==> src/rtl/sdx_pkg.sv <==
package sdx_pkg;

  localparam int ARG_W  = 32;
  localparam int CNT_W  = 16;
  localparam int MODE_W = 16;
  localparam int ADDR_W = 2;

  // Bit positions inside the mode word that the counter decodes.
  localparam int MODE_CNT_EN_BIT = 0;
  localparam int MODE_MULTI_BIT  = 1;

  typedef enum logic [ADDR_W-1:0] {
    SEL_ARG   = 2'd0,
    SEL_MODE  = 2'd1,
    SEL_COUNT = 2'd2,
    SEL_NONE  = 2'd3
  } reg_sel_e;

  // Saturating step of the remaining-block count.
  function automatic logic [CNT_W-1:0] next_count(input logic [CNT_W-1:0] cur,
                                                  input logic             step);
    if (step && (cur != '0)) return cur - 1'b1;
    return cur;
  endfunction

  // A counted transfer needs both mode bits.
  function automatic logic counting_on(input logic [MODE_W-1:0] mode);
    return mode[MODE_CNT_EN_BIT] & mode[MODE_MULTI_BIT];
  endfunction

endpackage

==> src/rtl/sdx_regfile.sv <==
module sdx_regfile
  import sdx_pkg::*;
#(
  parameter int AW = ADDR_W,
  parameter int DW = ARG_W,
  parameter int MW = MODE_W
) (
  input  logic          clk,
  input  logic          rst_n,
  input  logic          wr_en,
  input  logic [AW-1:0] wr_addr,
  input  logic [DW-1:0] wr_data,
  input  logic          dat_inhibit,
  input  logic          blk_done,
  output logic [DW-1:0] arg_q,
  output logic [MW-1:0] mode_q,
  output logic          cnt_load
);

  logic arg_we;
  logic mode_we;
  logic cnt_we_raw;

  assign arg_we     = wr_en && (wr_addr == SEL_ARG);
  assign mode_we    = wr_en && (wr_addr == SEL_MODE) && !dat_inhibit;
  assign cnt_we_raw = wr_en && (wr_addr == SEL_COUNT);
  // The count is locked out while the lines are held, and also when a
  // block finishes in the same cycle.
  assign cnt_load   = cnt_we_raw && !dat_inhibit && !blk_done;

  always_ff @(posedge clk or negedge rst_n) begin
    if (!rst_n) begin
      arg_q <= '0;
    end else if (arg_we) begin
      arg_q <= wr_data;
    end
  end

  always_ff @(posedge clk or negedge rst_n) begin
    if (!rst_n) begin
      mode_q <= '0;
    end else if (mode_we) begin
      mode_q <= wr_data[MW-1:0];
    end
  end

  assert_mode_locked_R7: assert property (@(posedge clk) disable iff (!rst_n)
    dat_inhibit |=> $stable(mode_q));

  assert_arg_takes_write_R2: assert property (@(posedge clk) disable iff (!rst_n)
    (wr_en && wr_addr == SEL_ARG) |=> (arg_q == $past(wr_data)));

endmodule

==> src/rtl/sdx_blk_counter.sv <==
module sdx_blk_counter
  import sdx_pkg::*;
#(
  parameter int CW = CNT_W
) (
  input  logic          clk,
  input  logic          rst_n,
  input  logic          count_on,
  input  logic          blk_done,
  input  logic          load,
  input  logic [CW-1:0] load_val,
  input  logic          dat_inhibit,
  output logic [CW-1:0] cnt_q,
  output logic          done_q,
  output logic          stop
);

  logic dec_req;
  logic dec_fire;
  logic last_blk;

  assign dec_req  = blk_done && count_on;
  assign dec_fire = dec_req && (cnt_q != '0);
  assign last_blk = dec_fire && (cnt_q == CW'(1));
  assign stop     = count_on && (cnt_q == '0);

  always_ff @(posedge clk or negedge rst_n) begin
    if (!rst_n) begin
      cnt_q <= '0;
    end else if (load) begin
      cnt_q <= load_val;
    end else begin
      cnt_q <= next_count(cnt_q, dec_req);
    end
  end

  always_ff @(posedge clk or negedge rst_n) begin
    if (!rst_n) begin
      done_q <= 1'b0;
    end else begin
      done_q <= last_blk;
    end
  end

  assert_dec_by_one_R3: assert property (@(posedge clk) disable iff (!rst_n)
    (blk_done && count_on && cnt_q != '0) |=> (cnt_q == $past(cnt_q) - 1'b1));

  assert_no_underflow_R3: assert property (@(posedge clk) disable iff (!rst_n)
    (cnt_q == '0 && !load) |=> (cnt_q == '0));

  assert_strobe_ignored_R5: assert property (@(posedge clk) disable iff (!rst_n)
    (!count_on && !load) |=> $stable(cnt_q));

  assert_done_single_R6: assert property (@(posedge clk) disable iff (!rst_n)
    done_q |=> !done_q);

  assert_done_at_zero_R6: assert property (@(posedge clk) disable iff (!rst_n)
    done_q |-> (cnt_q == '0 || $past(load)));

  assert_count_locked_R8: assert property (@(posedge clk) disable iff (!rst_n)
    (dat_inhibit && !dec_fire) |=> $stable(cnt_q));

endmodule

==> src/rtl/sd_xfer_setup.sv <==
module sd_xfer_setup
  import sdx_pkg::*;
(
  input  logic              clk,
  input  logic              rst_n,
  input  logic              wr_en,
  input  logic [ADDR_W-1:0] wr_addr,
  input  logic [ARG_W-1:0]  wr_data,
  input  logic [ADDR_W-1:0] rd_addr,
  output logic [ARG_W-1:0]  rd_data,
  input  logic              blk_done,
  input  logic              dat_inhibit,
  output logic [CNT_W-1:0]  remaining,
  output logic              xfer_done,
  output logic              blk_stop
);

  logic [ARG_W-1:0]  arg_q;
  logic [MODE_W-1:0] mode_q;
  logic              cnt_load;
  logic              count_on;

  sdx_regfile #(.AW(ADDR_W), .DW(ARG_W), .MW(MODE_W)) regs_i (
    .clk         (clk),
    .rst_n       (rst_n),
    .wr_en       (wr_en),
    .wr_addr     (wr_addr),
    .wr_data     (wr_data),
    .dat_inhibit (dat_inhibit),
    .blk_done    (blk_done),
    .arg_q       (arg_q),
    .mode_q      (mode_q),
    .cnt_load    (cnt_load)
  );

  assign count_on = counting_on(mode_q);

  sdx_blk_counter #(.CW(CNT_W)) cnt_i (
    .clk         (clk),
    .rst_n       (rst_n),
    .count_on    (count_on),
    .blk_done    (blk_done),
    .load        (cnt_load),
    .load_val    (wr_data[CNT_W-1:0]),
    .dat_inhibit (dat_inhibit),
    .cnt_q       (remaining),
    .done_q      (xfer_done),
    .stop        (blk_stop)
  );

  always_comb begin
    unique case (reg_sel_e'(rd_addr))
      SEL_ARG:   rd_data = arg_q;
      SEL_MODE:  rd_data = ARG_W'(mode_q);
      SEL_COUNT: rd_data = ARG_W'(remaining);
      default:   rd_data = '0;
    endcase
  end

  assert_stop_flag_R11: assert property (@(posedge clk) disable iff (!rst_n)
    blk_stop |-> (mode_q[MODE_CNT_EN_BIT] && mode_q[MODE_MULTI_BIT] && remaining == '0));

  assert_write_vs_strobe_R9: assert property (@(posedge clk) disable iff (!rst_n)
    (wr_en && wr_addr == SEL_COUNT && blk_done) |=> (remaining <= $past(remaining)));

endmodule

==> config.mk <==
export PLATFORM = sky130hd
export DESIGN_NAME = sd_xfer_setup
export DESIGN_NICKNAME = d
export VERILOG_FILES = /design/src/rtl/sdx_pkg.sv /design/src/rtl/sdx_regfile.sv /design/src/rtl/sdx_blk_counter.sv /design/src/rtl/sd_xfer_setup.sv
export SDC_FILE = /design/constraint.sdc
export NUM_CORES = 1
export LEC_CHECK = 0
export BUFFER_PORTS_ARGS = -buffer_cell sky130_fd_sc_hd__buf_4
export CAP_MARGIN = 25
export CORE_ASPECT_RATIO = 0.75
export CORE_MARGIN = 2
export CORE_UTILIZATION = 43
export CTS_CLUSTER_DIAMETER = 50
export DETAILED_ROUTE_END_ITERATION = 8
export PLACE_DENSITY = 0.73
export SLEW_MARGIN = 20
export SYNTH_ARGS = -nofsm -noshare
export SYNTH_HDL_FRONTEND = slang
export SYNTH_HIERARCHICAL = 1
export SYNTH_SLANG_ARGS = --single-unit
==> constraint.sdc <==
create_clock -name clk -period 2.48 [get_ports clk]
set_clock_uncertainty 0.2 [all_clocks]
set_input_delay 0 -clock clk [delete_from_list [all_inputs] [get_ports clk]]
set_output_delay 0 -clock clk [all_outputs]
set_load 0.005 [all_outputs]
==> flow_summary.ini, run 1 <==
[logic_synthesis]
syn_area_sq_um = 3470
synth_top_area_share_pct = 46.9
synth_flop_cell = dfrtp_1
synthTopCellsByArea = dfrtp_1, mux2_2, mux2i_1, mux2_4, o2bb2ai_1
post-synth-top-count-cell = dfrtp_1
syn-instance-count = 289
synth-seq-area-share_pct = 46.9
avgSynthCellArea_sq_um = 12.0
synth_common_cells = dfrtp_1, mux2_2, and2_1
yosysTopAreaCell = dfrtp_1
synth_cell_type_count = 44
synthArstFlopShare_pct = 100
ys.warnings.count = 6
synth_edf_count = 0
synth_nets = 332
ys_seq_elements = 65

[pwr]
power.share.clock_pct = 28.9
p_sw_mw = 1.11
power_density_nw_per_um2 = 781
swShare_pct = 29.1
p_int_mw = 2.71
p_leak_nw = 2.20
seq_power_share_pct = 38.4
vdd_drop_max_mv = 0.374
share_comb_of_total_power_pct = 32.6

[clock_tree]
clockBufferDepth = 2
clockRootBuffer = clkbuf_8
htree_levels = 3
cts.reportedPaths.clkPinSlew_ns = 0.07
cts_tree = yes
clock_latency_ns = 0.34
cts_buffers = 9
cts.sinks = 65
cts_setup_buffers = 0

[critical_path]
reg2reg_depth = 4
critPathKind = reg -> reg
arrival_ns = 2.47
crit_required_ns = 2.55
cp_max_fo = 6
critPathCaptureType = flop
r2r-start = cnt_i/cnt_q[12]
startpoint_type = flop
startpoint = cnt_i/cnt_q[12]

[floorplan]
coreArea_sq_um = 7850
io_pins = 91
die_x_um = 108
dieArea_sq_um = 8810
fp-row-count = 28
die_h_um = 81.8
initial_core_util_pct = 44.2

[grt]
grt_start_max_net_pins = 66
grt_pass1_wl_mm = 14.5
grt_use_total_pct = 21.2
grt_pass1_vias = 2878
antenna_found_initial = 0
gr-total-overflow = 0

[sta]
setup_violations = 0
rsz0062_at_grt = no
fin_crit_sh_pct = 96.7
finalHoldViolations = 0
tightest_slew_ns = 0.841
period_needed_ns = 2.40
maxSlewViolCount = 0
fmax_ghz = 0.417
relSlewSlack_pct = 43.9
fin_setup_tns_ns = 0

[drt]
drt.antenna.violating_nets = 0
vias = 2884
drc_errors = 0
finalWirelength_mm = 9.16
first_pass_iters = 4
avgRoutedWirePerCell_um = 17.1
viasPerCell = 5.37
first_iter_violations = 124

[worst_hold_path]
hp-class = in -> async

[run]
cap_violations = 0

[run_status]
outcome = finished, final reports clean

[layout]
antennaDiodeCount = 0
fin_nets = 470
final-instance-count-excl-fill = 537
syn2layout_area_growth_pct = 41.1
drive_gt1_share_pct = 41.7

[placement]
portBuffers = 90
dp_hpwl_mm = 6.12
place_inst = 487
gp_congestion = 0.872
layout by cell type, fill, tap and decap left out, types with 9 or more instances in the layout:
cell type / count
o2bb2ai_1: 16
and2_1: 19
mux2_4: 10
nand2_1: 9
a31oi_1: 9
nor2_1: 12
buf_4: 111
mux2_2: 36
clkbuf_8: 10
nand3_1: 10
or4_1: 15
dlygate4sd3_1: 34
mux2i_1: 16
dfrtp_1: 65
registers in the layout, indices dropped and copies added, names as in the netlist:
signal,cells
cnt_i/done_q,1
regs_i/arg_q,32
cnt_i/cnt_q,16
regs_i/mode_q,16
layout make-up:
class	count	area (sq um)
clock inverter	5	103
fill	638	2960
timing repair buffer	145	1170
sequential	65	1630
tap	105	131
inverter	5	18.8
clock buffer	11	141
multi-input combinational	201	1700
metal layers:
layer | part of all wire, % | GRT usage, %
met5 | 0 | 0
met4 | 1.4 | 6.67
met3 | 3.7 | 5.16
met2 | 48 | 33.4
met1 | 47 | 29.2
per-stage QoR:
step / instance area [sq um] / utilization (%) / power (mW) / setup WS, ns / hold WS (ns)
after global placement: 4300 / 54.8 / 2.63 / 0.138 / -0.0552
after detailed placement: 4300 / 54.8 / 2.68 / 0.0927 / -0.0461
after floorplan: 3470 / - / 2.06 / 0.0484 / -0.496
after CTS: 4880 / 62.2 / 3.84 / 0.0654 / 0.0818
final: 4890 / 62.3 / 3.82 / 0.0825 / 0.0923
after global routing: 4890 / 62.3 / 4.05 / 0.0538 / 0.122
logic make-up (layout without fill, tap and decap cells):
logic type / count (synthesis) / in the layout / synth area share [%]
DFF: 65 / 65 / 46.9
adders and majority gates: 2 / 2 / 0.721
muxes: 64 / 64 / 21.3
and+or+nand+nor: 90 / 90 / 16.6
AOI/OAI and AO/OA: 45 / 45 / 9.85
buffers and inverters: 23 / 166 / 4.65
power by group through the flow:
| stage | logic [mW] | registers (mW) | clock network [mW] |
|---|---|---|---|
| finish | 1.25 | 1.47 | 1.11 |
| global route | 1.36 | 1.50 | 1.19 |
| CTS | 1.24 | 1.47 | 1.13 |
| detailed placement | 1.20 | 1.48 | 0 |
| global placement | 1.17 | 1.47 | 0 |
| floorplan | 0.543 | 1.52 | 0 |
worst max-delay path, cell delays in order, from the launching register on:
cell and delay [ns]:
dfrtp_1 0.38, or4_4 0.59, or4_1 0.44, or4_1 0.53
a31oi_1 0.18
what timing repair did:
item                                    CTS  global route
resized for setup                         0             2
endpoints found under the hold margin   129             0
endpoints found under the setup margin    0             2
hold buffers                             34             0
path summary, 6_finish.rpt:
check                                        end  slack (ns)
worst max-delay path             cnt_i/cnt_q[15]        0.08
worst min-delay path            regs_i/arg_q[26]        0.09
worst max register to register   cnt_i/cnt_q[15]        0.08
worst min register to register   regs_i/arg_q[4]        0.29
max in group asynchronous       regs_i/arg_q[12]        1.43
min in group clk                  cnt_i/cnt_q[4]        0.09
(Power assumes the default switching activity.)
==> run 2, diff against run 1 <==
--- a/config.mk
+++ b/config.mk
@@ -12,6 +12,7 @@
 export CORE_UTILIZATION = 43
 export CTS_CLUSTER_DIAMETER = 50
 export DETAILED_ROUTE_END_ITERATION = 8
+export MAX_ROUTING_LAYER = met4
 export PLACE_DENSITY = 0.73
 export SLEW_MARGIN = 20
 export SYNTH_ARGS = -nofsm -noshare
==> run 2 against run 1 <==
Against the previous run: global-route usage grew 0.65 points; final area unchanged; largest power group unchanged; non-clock buffer count unchanged; flip-flop and latch count stayed put; largest cell class unchanged; die area is the same; highest routed layer unchanged; first-iteration DRC count is 11% lower; core utilization unchanged.
==> flow_summary.ini, run 2 (synthesized netlist as in run 1, its figures left out) <==
[run_status]
outcome = finished, final reports clean

[pwr]
vdd_drop_max_mv = 0.370
p_leak_nw = 2.20
power_density_nw_per_um2 = 781
p_total_mw = 3.82

[clock_tree]
cts_tree = yes
cts.reportedPaths.clkPinSlew_ns = 0.07
clockBufferDepth = 2
clock_latency_ns = 0.35
cts.sinks = 65
htree_levels = 3
clockRootBuffer = clkbuf_8
cts_buffers = 9

[critical_path]
critPathCaptureType = flop
path_common_cell = or4_1
startpoint_type = flop
crit_required_ns = 2.55
cp_max_fo = 6
arrival_ns = 2.46
critPathMaxStageDelay_ns = 0.59
critPathKind = reg -> reg
crit_chain = or4_4 > or4_1 > or4_1 > a31oi_1
critPathSlowestCell = or4_4

[floorplan]
io_pins = 91
coreArea_sq_um = 7850
initial_core_util_pct = 44.2
fp-row-count = 28
dieArea_sq_um = 8810
die_x_um = 108
die_h_um = 81.8

[layout]
fillers = 638
fin_nets = 470
final_cell_mix = buf_4, dfrtp_1, mux2_2
final-instance-count-excl-fill = 537
final_common_cell = buf_4
largest_reg_flops = 32
drive_gt1_share_pct = 41.7
syn2layout_area_growth_pct = 41.1
antennaDiodeCount = 0
reg_top3 = regs_i/arg_q: 32 flops, cnt_i/cnt_q: 16 flops, regs_i/mode_q: 16 flops
regMostFlops = regs_i/arg_q
stdcell_area_sq_um = 4890

[sta]
setup_violations = 0
whs_ns = 0.0893
finalHoldViolations = 0
maxSlewViolCount = 0
tightest_slew_ns = 0.836
fin_crit_sh_pct = 96.5
period_needed_ns = 2.39
relSlewSlack_pct = 44.3
rsz0062_at_grt = no
fmax_ghz = 0.418
fin_setup_tns_ns = 0

[drt]
drc_errors = 0
viasPerCell = 5.38
drt.antenna.violating_nets = 0
first_iter_violations = 110
avgRoutedWirePerCell_um = 17.1
vias = 2887
finalWirelength_mm = 9.17
first_pass_iters = 4

[placement]
place_inst = 487
dp_hpwl_mm = 6.12
gp_congestion = 0.886
portBuffers = 90
placed_area_sq_um = 4300

[grt]
antenna_found_initial = 0
grt_use_total_pct = 21.9
gr-total-overflow = 0
grt_start_max_net_pins = 66
grt_pass1_vias = 2867
grt_pass1_wl_mm = 14.5

[worst_hold_path]
hp-class = in -> async

[run]
cap_violations = 0
run 2: cell counts in the layout (fill, tap and decap cells not counted):
No cell type changed its count.
run 2: area by class of cell:
| type | instances | area, sq um | area share (%) |
|---|---|---|---|
| multi-input cells | 201 | 1700 | 34.7 |
| repair buffers | 145 | 1170 | 24.0 |
| clock inverters | 5 | 103 | 2.10 |
| clock buffers | 11 | 141 | 2.89 |
| flip-flops and latches | 65 | 1630 | 33.2 |
| inverters | 5 | 18.8 | 0.384 |
| well taps | 105 | 131 | 2.69 |
run 2: path summary, 6_finish.rpt:
| path | from | to | slack (ns) | depth (start not counted) |
|---|---|---|---|---|
| setup / recovery | cnt_i/cnt_q[12] | cnt_i/cnt_q[15] | 0.09 | 4 |
| setup reg to reg | cnt_i/cnt_q[12] | cnt_i/cnt_q[15] | 0.09 | 4 |
| max in group asynchronous | rst_n | regs_i/arg_q[0] | 1.44 | 2 |
| hold / removal | rst_n | regs_i/arg_q[26] | 0.09 | 2 |
| min in group clk | dat_inhibit | cnt_i/cnt_q[4] | 0.09 | 5 |
| hold reg to reg | regs_i/arg_q[4] | regs_i/arg_q[4] | 0.29 | 1 |
run 2: critical path, delay by kind of cell (launching register included):
family / cells / cell delay (ns)
AND/OR/NAND/NOR: 3 / 1.56
flip-flops: 1 / 0.38
AO/OA/AOI/OAI: 1 / 0.18
run 2: layer usage:
metal / GRT usage (%) / share of wire [%] / vias to the layer above
met2: 33.3 / 48 / 76
met1: 29.3 / 47 / 1437
met4: 7.44 / 1.3 / 0
li1: - / - / 1365
met3: 4.68 / 4.3 / 9
met5: - / 0 / -
run 2: where the power goes:
| group | switching [mW] | leakage [nW] | internal, mW |
|---|---|---|---|
| clock | 0.411 | 0.120 | 0.694 |
| sequential | 0.160 | 0.773 | 1.31 |
| combinational | 0.541 | 1.30 | 0.708 |
run 2: per-stage QoR:
step           worst slack [ns]  utilization, %
6_report                 0.0872            62.3
5_1_grt                  0.0554            62.3
3_5_place_dp             0.0927            54.8
2_1_floorplan            0.0484               -
4_1_cts                  0.0654            62.2
3_3_place_gp              0.138            54.8
run 2: timing repair:
item	4_1_cts	5_1_grt
hold endpoints to repair	129	0
setup buffers	0	0
setup endpoints to repair	0	2
resized for setup	0	2
hold buffers	34	0
